[src/rtl/irq_route_pkg.sv]
package irq_route_pkg;
  localparam int SRC_N       = 32;
  localparam int LINE_N      = 9;
  localparam int FLD_W       = 4;
  localparam int FLD_PER_REG = 8;
  localparam int ASG_N       = SRC_N / FLD_PER_REG;
  localparam int DATA_W      = FLD_W * FLD_PER_REG;
  localparam int ADDR_W      = 3;
  localparam int IDX_W       = 4;

  localparam logic [ADDR_W-1:0] A_MASK = ADDR_W'(ASG_N);
  localparam logic [ADDR_W-1:0] A_STAT = ADDR_W'(ASG_N + 1);
  localparam logic [ADDR_W-1:0] A_WAKE = ADDR_W'(ASG_N + 2);
  localparam logic [IDX_W-1:0]  NO_LINE = '1;

  function automatic logic [FLD_W-1:0] reset_route(input int id);
    if (id < 14)      return FLD_W'(0);
    else if (id < 16) return FLD_W'(1);
    else if (id < 20) return FLD_W'(2);
    else if (id < 26) return FLD_W'(3);
    else              return FLD_W'(4);
  endfunction
endpackage

[src/rtl/irq_route_regs.sv]
module irq_route_regs
  import irq_route_pkg::*;
#(
  parameter int P_SRC_N = SRC_N,
  parameter int P_FLD_W = FLD_W,
  parameter int P_FPR   = FLD_PER_REG,
  parameter int P_AW    = ADDR_W
) (
  input  logic                       clk,
  input  logic                       rst_n,
  input  logic                       wr_en,
  input  logic [P_AW-1:0]            addr,
  input  logic [P_FLD_W*P_FPR-1:0]   wdata,
  input  logic [P_SRC_N-1:0]         src_lvl,
  output logic [P_FLD_W*P_FPR-1:0]   rdata,
  output logic [P_SRC_N*P_FLD_W-1:0] asg_flat,
  output logic [P_SRC_N-1:0]         mask,
  output logic [P_SRC_N-1:0]         wake_en
);
  localparam int DW   = P_FLD_W * P_FPR;
  localparam int NREG = P_SRC_N / P_FPR;
  localparam int RIW  = (NREG > 1) ? $clog2(NREG) : 1;

  logic [NREG-1:0][DW-1:0] asg_q, asg_d;
  logic [NREG-1:0]         asg_en;
  logic [P_SRC_N-1:0]      mask_q, mask_d, wake_q, wake_d;
  logic                    mask_en, wake_en_w;

  // next-state
  always_comb begin
    for (int r = 0; r < NREG; r++) begin
      asg_en[r] = wr_en && (addr == P_AW'(r));
      asg_d[r]  = asg_en[r] ? wdata : asg_q[r];
    end
    mask_en   = wr_en && (addr == A_MASK);
    wake_en_w = wr_en && (addr == A_WAKE);
    mask_d    = mask_en   ? wdata[P_SRC_N-1:0] : mask_q;
    wake_d    = wake_en_w ? wdata[P_SRC_N-1:0] : wake_q;
  end

  // registers
  always_ff @(posedge clk or negedge rst_n) begin
    if (!rst_n) begin
      for (int r = 0; r < NREG; r++)
        for (int f = 0; f < P_FPR; f++)
          asg_q[r][f*P_FLD_W +: P_FLD_W] <= reset_route(r*P_FPR + f);
      mask_q <= '0;
      wake_q <= '0;
    end else begin
      asg_q  <= asg_d;
      mask_q <= mask_d;
      wake_q <= wake_d;
    end
  end

  // read path
  always_comb begin
    rdata = '0;
    if (int'(addr) < NREG) rdata = asg_q[addr[RIW-1:0]];
    else if (addr == A_MASK) rdata[P_SRC_N-1:0] = mask_q;
    else if (addr == A_STAT) rdata[P_SRC_N-1:0] = src_lvl;
    else if (addr == A_WAKE) rdata[P_SRC_N-1:0] = wake_q;
  end

  assign asg_flat = asg_q;
  assign mask     = mask_q;
  assign wake_en  = wake_q;


  stat_wr_ignored_chk: assert property (@(posedge clk) disable iff (!rst_n)
    (wr_en && addr == A_STAT) |=> ($stable(mask_q) && $stable(wake_q) && $stable(asg_q)));


  hole_wr_ignored_chk: assert property (@(posedge clk) disable iff (!rst_n)
    (wr_en && addr == P_AW'(NREG + 3)) |=> ($stable(mask_q) && $stable(wake_q) && $stable(asg_q)));
endmodule

[src/rtl/irq_route_xbar.sv]
module irq_route_xbar
  import irq_route_pkg::*;
#(
  parameter int P_SRC_N  = SRC_N,
  parameter int P_LINE_N = LINE_N,
  parameter int P_FLD_W  = FLD_W
) (
  input  logic [P_SRC_N-1:0]         src_lvl,
  input  logic [P_SRC_N-1:0]         mask,
  input  logic [P_SRC_N*P_FLD_W-1:0] asg_flat,
  output logic [P_LINE_N-1:0]        line_hit
);
  logic [P_SRC_N-1:0][P_LINE_N-1:0] sel;

  for (genvar s = 0; s < P_SRC_N; s++) begin : g_src
    logic [P_FLD_W-1:0] fld;
    assign fld = asg_flat[s*P_FLD_W +: P_FLD_W];
    for (genvar l = 0; l < P_LINE_N; l++) begin : g_line
      assign sel[s][l] = src_lvl[s] && mask[s] && (fld == P_FLD_W'(l));
    end
  end

  always_comb begin
    line_hit = '0;
    for (int s = 0; s < P_SRC_N; s++) line_hit = line_hit | sel[s];
  end
endmodule

[src/rtl/irq_route_prio.sv]
module irq_route_prio
  import irq_route_pkg::*;
#(
  parameter int P_LINE_N = LINE_N,
  parameter int P_IDX_W  = IDX_W
) (
  input  logic [P_LINE_N-1:0] req,
  output logic [P_IDX_W-1:0]  idx
);
  always_comb begin
    idx = '1;
    for (int l = P_LINE_N - 1; l >= 0; l--)
      if (req[l]) idx = P_IDX_W'(l);
  end
endmodule

[src/rtl/irq_route_ctrl.sv]
module irq_route_ctrl
  import irq_route_pkg::*;
(
  input  logic                clk,
  input  logic                rst_n,
  input  logic [SRC_N-1:0]    irq_src,
  input  logic                reg_wr,
  input  logic [ADDR_W-1:0]   reg_addr,
  input  logic [DATA_W-1:0]   reg_wdata,
  output logic [DATA_W-1:0]   reg_rdata,
  output logic [LINE_N-1:0]   core_req,
  output logic                wake_req,
  output logic [IDX_W-1:0]    top_line
);
  logic [1:0]              rst_sync;
  logic                    rst_int_n;
  logic [SRC_N*FLD_W-1:0]  asg_flat;
  logic [SRC_N-1:0]        mask, wake_en;
  logic [LINE_N-1:0]       line_hit, req_q, req_d;
  logic                    wake_q, wake_d;

  always_ff @(posedge clk or negedge rst_n) begin
    if (!rst_n) rst_sync <= 2'b00;
    else        rst_sync <= {rst_sync[0], 1'b1};
  end
  assign rst_int_n = rst_sync[1];

  irq_route_regs u_regs (
    .clk(clk), .rst_n(rst_int_n), .wr_en(reg_wr), .addr(reg_addr),
    .wdata(reg_wdata), .src_lvl(irq_src), .rdata(reg_rdata),
    .asg_flat(asg_flat), .mask(mask), .wake_en(wake_en)
  );

  irq_route_xbar u_xbar (
    .src_lvl(irq_src), .mask(mask), .asg_flat(asg_flat), .line_hit(line_hit)
  );

  // next-state
  always_comb begin
    req_d  = line_hit;
    wake_d = |(irq_src & wake_en);
  end

  always_ff @(posedge clk or negedge rst_int_n) begin
    if (!rst_int_n) begin
      req_q  <= '0;
      wake_q <= 1'b0;
    end else begin
      req_q  <= req_d;
      wake_q <= wake_d;
    end
  end

  irq_route_prio u_prio (.req(req_q), .idx(top_line));

  assign core_req = req_q;
  assign wake_req = wake_q;


  mask_gate_chk: assert property (@(posedge clk) disable iff (!rst_int_n)
    (mask == '0) |=> (core_req == '0));


  wake_gate_chk: assert property (@(posedge clk) disable iff (!rst_int_n)
    (wake_en == '0) |=> !wake_req);


  idle_idx_chk: assert property (@(posedge clk) disable iff (!rst_int_n)
    (core_req == '0) |-> (top_line == NO_LINE));


  top_hit_chk: assert property (@(posedge clk) disable iff (!rst_int_n)
    (core_req != '0) |-> ((((core_req >> top_line) & LINE_N'(1)) == LINE_N'(1)) &&
                          ((core_req & ((LINE_N'(1) << top_line) - LINE_N'(1))) == '0)));


  stat_read_chk: assert property (@(posedge clk) disable iff (!rst_int_n)
    (reg_addr == A_STAT) |-> (reg_rdata == irq_src));
endmodule

[config.mk]
export PLATFORM = sky130hd
export DESIGN_NAME = irq_route_ctrl
export DESIGN_NICKNAME = d
export VERILOG_FILES = /design/src/rtl/irq_route_pkg.sv /design/src/rtl/irq_route_regs.sv /design/src/rtl/irq_route_xbar.sv /design/src/rtl/irq_route_prio.sv /design/src/rtl/irq_route_ctrl.sv
export SDC_FILE = /design/constraint.sdc
export NUM_CORES = 1
export LEC_CHECK = 0
export BUFFER_PORTS_ARGS = -buffer_cell sky130_fd_sc_hd__buf_4
export CAP_MARGIN = 20
export CORE_MARGIN = 3
export CORE_UTILIZATION = 40
export DETAILED_ROUTE_END_ITERATION = 10
export PLACE_DENSITY_LB_ADDON = 0.1
export SLEW_MARGIN = 20
export SYNTH_ARGS = -nofsm -noshare
export SYNTH_HDL_FRONTEND = slang
export SYNTH_SLANG_ARGS = --single-unit
[constraint.sdc]
create_clock -name clk -period 6.6 [get_ports clk]
set_input_delay 0.66 -clock clk [delete_from_list [all_inputs] [get_ports clk]]
set_output_delay 0.66 -clock clk [all_outputs]
set_load 0.02 [all_outputs]
==> metrics <==
power per cell area=330 nW/um^2; FP Rows=64; Static Leak=5.74 nW; PortBufs=115; grt total ovfl=0; Yosys cell types=63; vias in the first global route=10900; CP Launch Point=reg_addr[0]; clock root cell=clkbuf_16; synthesized area=12700 um^2; router iterations before antenna repair=8; peak supply drop=205 uV; max_slew headroom=23.8%; post-DP HPWL=45100 um; Seq/Total Area, Yosys=40.5%; outcome=complete, no violations; # clock sinks=204; WP data arrival=2890 ps; Max Transition Viols Final=0; Hold Buf Count CTS=1; CTS H-tree lvls=1; CTS buffer count=22; Synth Area per Inst=10.4 um^2; Worst-Margin Slew=1130 ps; GPL Wtd Cong=1.08; final setup vio count=0; Multi-input gate area=7270 um^2; routed via count=11600; post-layout util=47.5%; Final min period=3550 ps; Starting Density=41.0%; highest cell delay on the worst timing path=630 ps; post-cts resize count=0; endpoints failing hold=0; FF+latch area=5140 um^2; Post-synth EDFFs=0; I/O Pins=116; chip height=184 um; commonest cells after routing, fill and taps aside=mux2_2 (185), dfrtp_1 (179), buf_4 (128), nor2_1 (105), nor3_1 (75); worst-path cell chain=buf_4 -> buf_4 -> mux4_2 -> nor2_1 -> a21oi_1 -> buf_4; Tcrit/Tclk final=53.8%; Post-Route Setup TNS=0 ps; Layout fillers=2943; die width=184 um; Final Skew=16.2 ps; Buffers & Inverters on Critical Path=3; Async SR Flop Fraction=100%; Clock Path Buffers=3; initial DRC count=1188; Residual DRC=0; max_cap viols=0; full die area=33900 um^2; Synth Flop Type=dfrtp_1; Diodes inserted=0; clk_lat worst skew=530 ps; CP Data Required Time=5940 ps; core area=30900 um^2; clk slew on worst S/H paths=60 ps; cell mode on critical path=buf_4; post-route ant nets=0; CP Launch Type=primary input; R2R Path Start=u_regs.mask[28]$_DFFE_PN0P_; layout cells sized above 1=32.3%; final WL=58000 um; min-delay worst type=register to asynchronous set/reset pin; most common cell after layout, fill and taps aside=mux2_2; delay-heaviest family, CP=buffers and inverters; Yosys reg bits=204; Synth Instances=1215; TritonCTS clock tree=yes; Synth Net Count=1285; largest net degree at the start of global routing=72; postcts setup bufs=0; Total Routing Usage GR=33.9%; Routed WL per cell=33.9 um; Max Fanout on Critical Path=40; Final nets=1370; synth warn=0; number of antenna violations at the first check in global routing=3; Crit. End Element=primary output; f_max=282 MHz; RSZ-0062 raised after global routing=no; critical path's slowest cell=buf_4; Layout area overhead=15.9%; first-pass GRT wire length=82200 um; Via density=6.77; Setup CP Type=primary input to primary output
[sequential cells by signal, summed over array words and instances, names as in the netlist]
signal           count
core_req             9
wake_req             1
u_regs.wake_en      32
rst_sync             2
u_regs.asg_flat    128
u_regs.mask         32
[routing by layer]
metal	up-vias	routed length, um	GRT usage, %
met3	91	4300	5.20
met2	553	26300	53.4
met5	-	17	0
met1	6030	25300	48.7
li1	4907	-	-
met4	2	2090	10.0
[synth_stat cells (2+ instances only)]
| library cell | n | area, um^2 |
|---|---|---|
| mux2_2 | 185 | 2080 |
| dfrtp_1 | 180 | 4500 |
| nor2_1 | 105 | 394 |
| nor3_1 | 75 | 375 |
| a21oi_1 | 71 | 355 |
| nor4_1 | 64 | 400 |
| o22ai_1 | 47 | 294 |
| clkbuf_1 | 43 | 161 |
| nand2b_1 | 43 | 269 |
| nand2_1 | 42 | 158 |
| nand4b_1 | 39 | 342 |
| mux2i_1 | 32 | 320 |
| mux4_2 | 31 | 698 |
| dfstp_2 | 24 | 631 |
| nand3_1 | 20 | 100 |
| nand3b_1 | 19 | 143 |
| nand4_1 | 18 | 113 |
| a22oi_1 | 13 | 97.6 |
| buf_1 | 13 | 48.8 |
| inv_1 | 13 | 48.8 |
| nor4b_1 | 11 | 96.3 |
| or4_1 | 11 | 82.6 |
| buf_2 | 10 | 50.1 |
| nand4bb_1 | 10 | 113 |
| o21ai_0 | 7 | 35.0 |
| o32ai_1 | 7 | 61.3 |
| or3_1 | 7 | 43.8 |
| a211oi_1 | 6 | 45.0 |
| or2_2 | 6 | 37.5 |
| a2111oi_0 | 5 | 43.8 |
| nor2b_1 | 5 | 31.3 |
| nor3b_1 | 5 | 37.5 |
| nor4bb_1 | 4 | 40.0 |
| or3b_2 | 4 | 35.0 |
| and3_1 | 3 | 18.8 |
| and4_1 | 3 | 26.3 |
| a221oi_1 | 2 | 17.5 |
| a22o_1 | 2 | 17.5 |
| a311o_1 | 2 | 20.0 |
| a311oi_1 | 2 | 17.5 |
| a31oi_1 | 2 | 12.5 |
| or4b_2 | 2 | 20.0 |
| or4bb_1 | 2 | 22.5 |
[metrics by stage]
stage | area [um^2] | hold WS [ps] | std cells | setup WS [ps] | power, mW
global route | 14700 | 297 | 1712 | 2880 | 5.03
finish | 14700 | 263 | 1712 | 3050 | 4.84
CTS | 14700 | 283 | 1712 | 3010 | 4.83
global placement | 13900 | 273 | 1671 | 3090 | 3.49
detailed placement | 13900 | 278 | 1671 | 3020 | 3.50
floorplan | 12700 | 331 | 1215 | 536 | 2.78
[layout make-up]
class                   count  area share, %
multi-input cells         930           49.5
flip-flops and latches    204           35.0
repair buffers            129           6.61
clock buffers              35           4.70
well taps                 396           3.37
clock inverters             5          0.511
inverters                  13          0.332
[path summary, 6_finish.rpt]
check,cells after the start,end,slack (ps)
setup / recovery,6,reg_rdata[29],3050
hold reg to reg,0,u_regs.asg_flat[117]$_DFFE_PN0P_,260
max in group asynchronous,2,u_regs.asg_flat[39]$_DFFE_PN0P_,4620
setup reg to reg,5,core_req[1]$_DFF_PN0_,4020
hold / removal,0,u_regs.asg_flat[117]$_DFFE_PN0P_,260
min in group clk,0,rst_sync[1]$_DFF_PN0_,360
[logic make-up after synthesis]
family	after synthesis	share of synthesized area [%]
buffers and inverters	81	2.57
muxes	249	24.7
DFF	204	40.5
other	1	0.0296
AOI/OAI and AO/OA	175	8.79
and+or+nand+nor	505	23.4
[report_power, final]
part	internal, mW	switching (mW)	leakage (nW)	total [mW]
registers	1.56	0.615	2.41	2.18
logic	0.649	0.704	2.95	1.35
clock network	0.792	0.522	0.380	1.31
total	3.00	1.84	5.74	4.84
No activity file was read; power rests on OpenSTA's default activity.
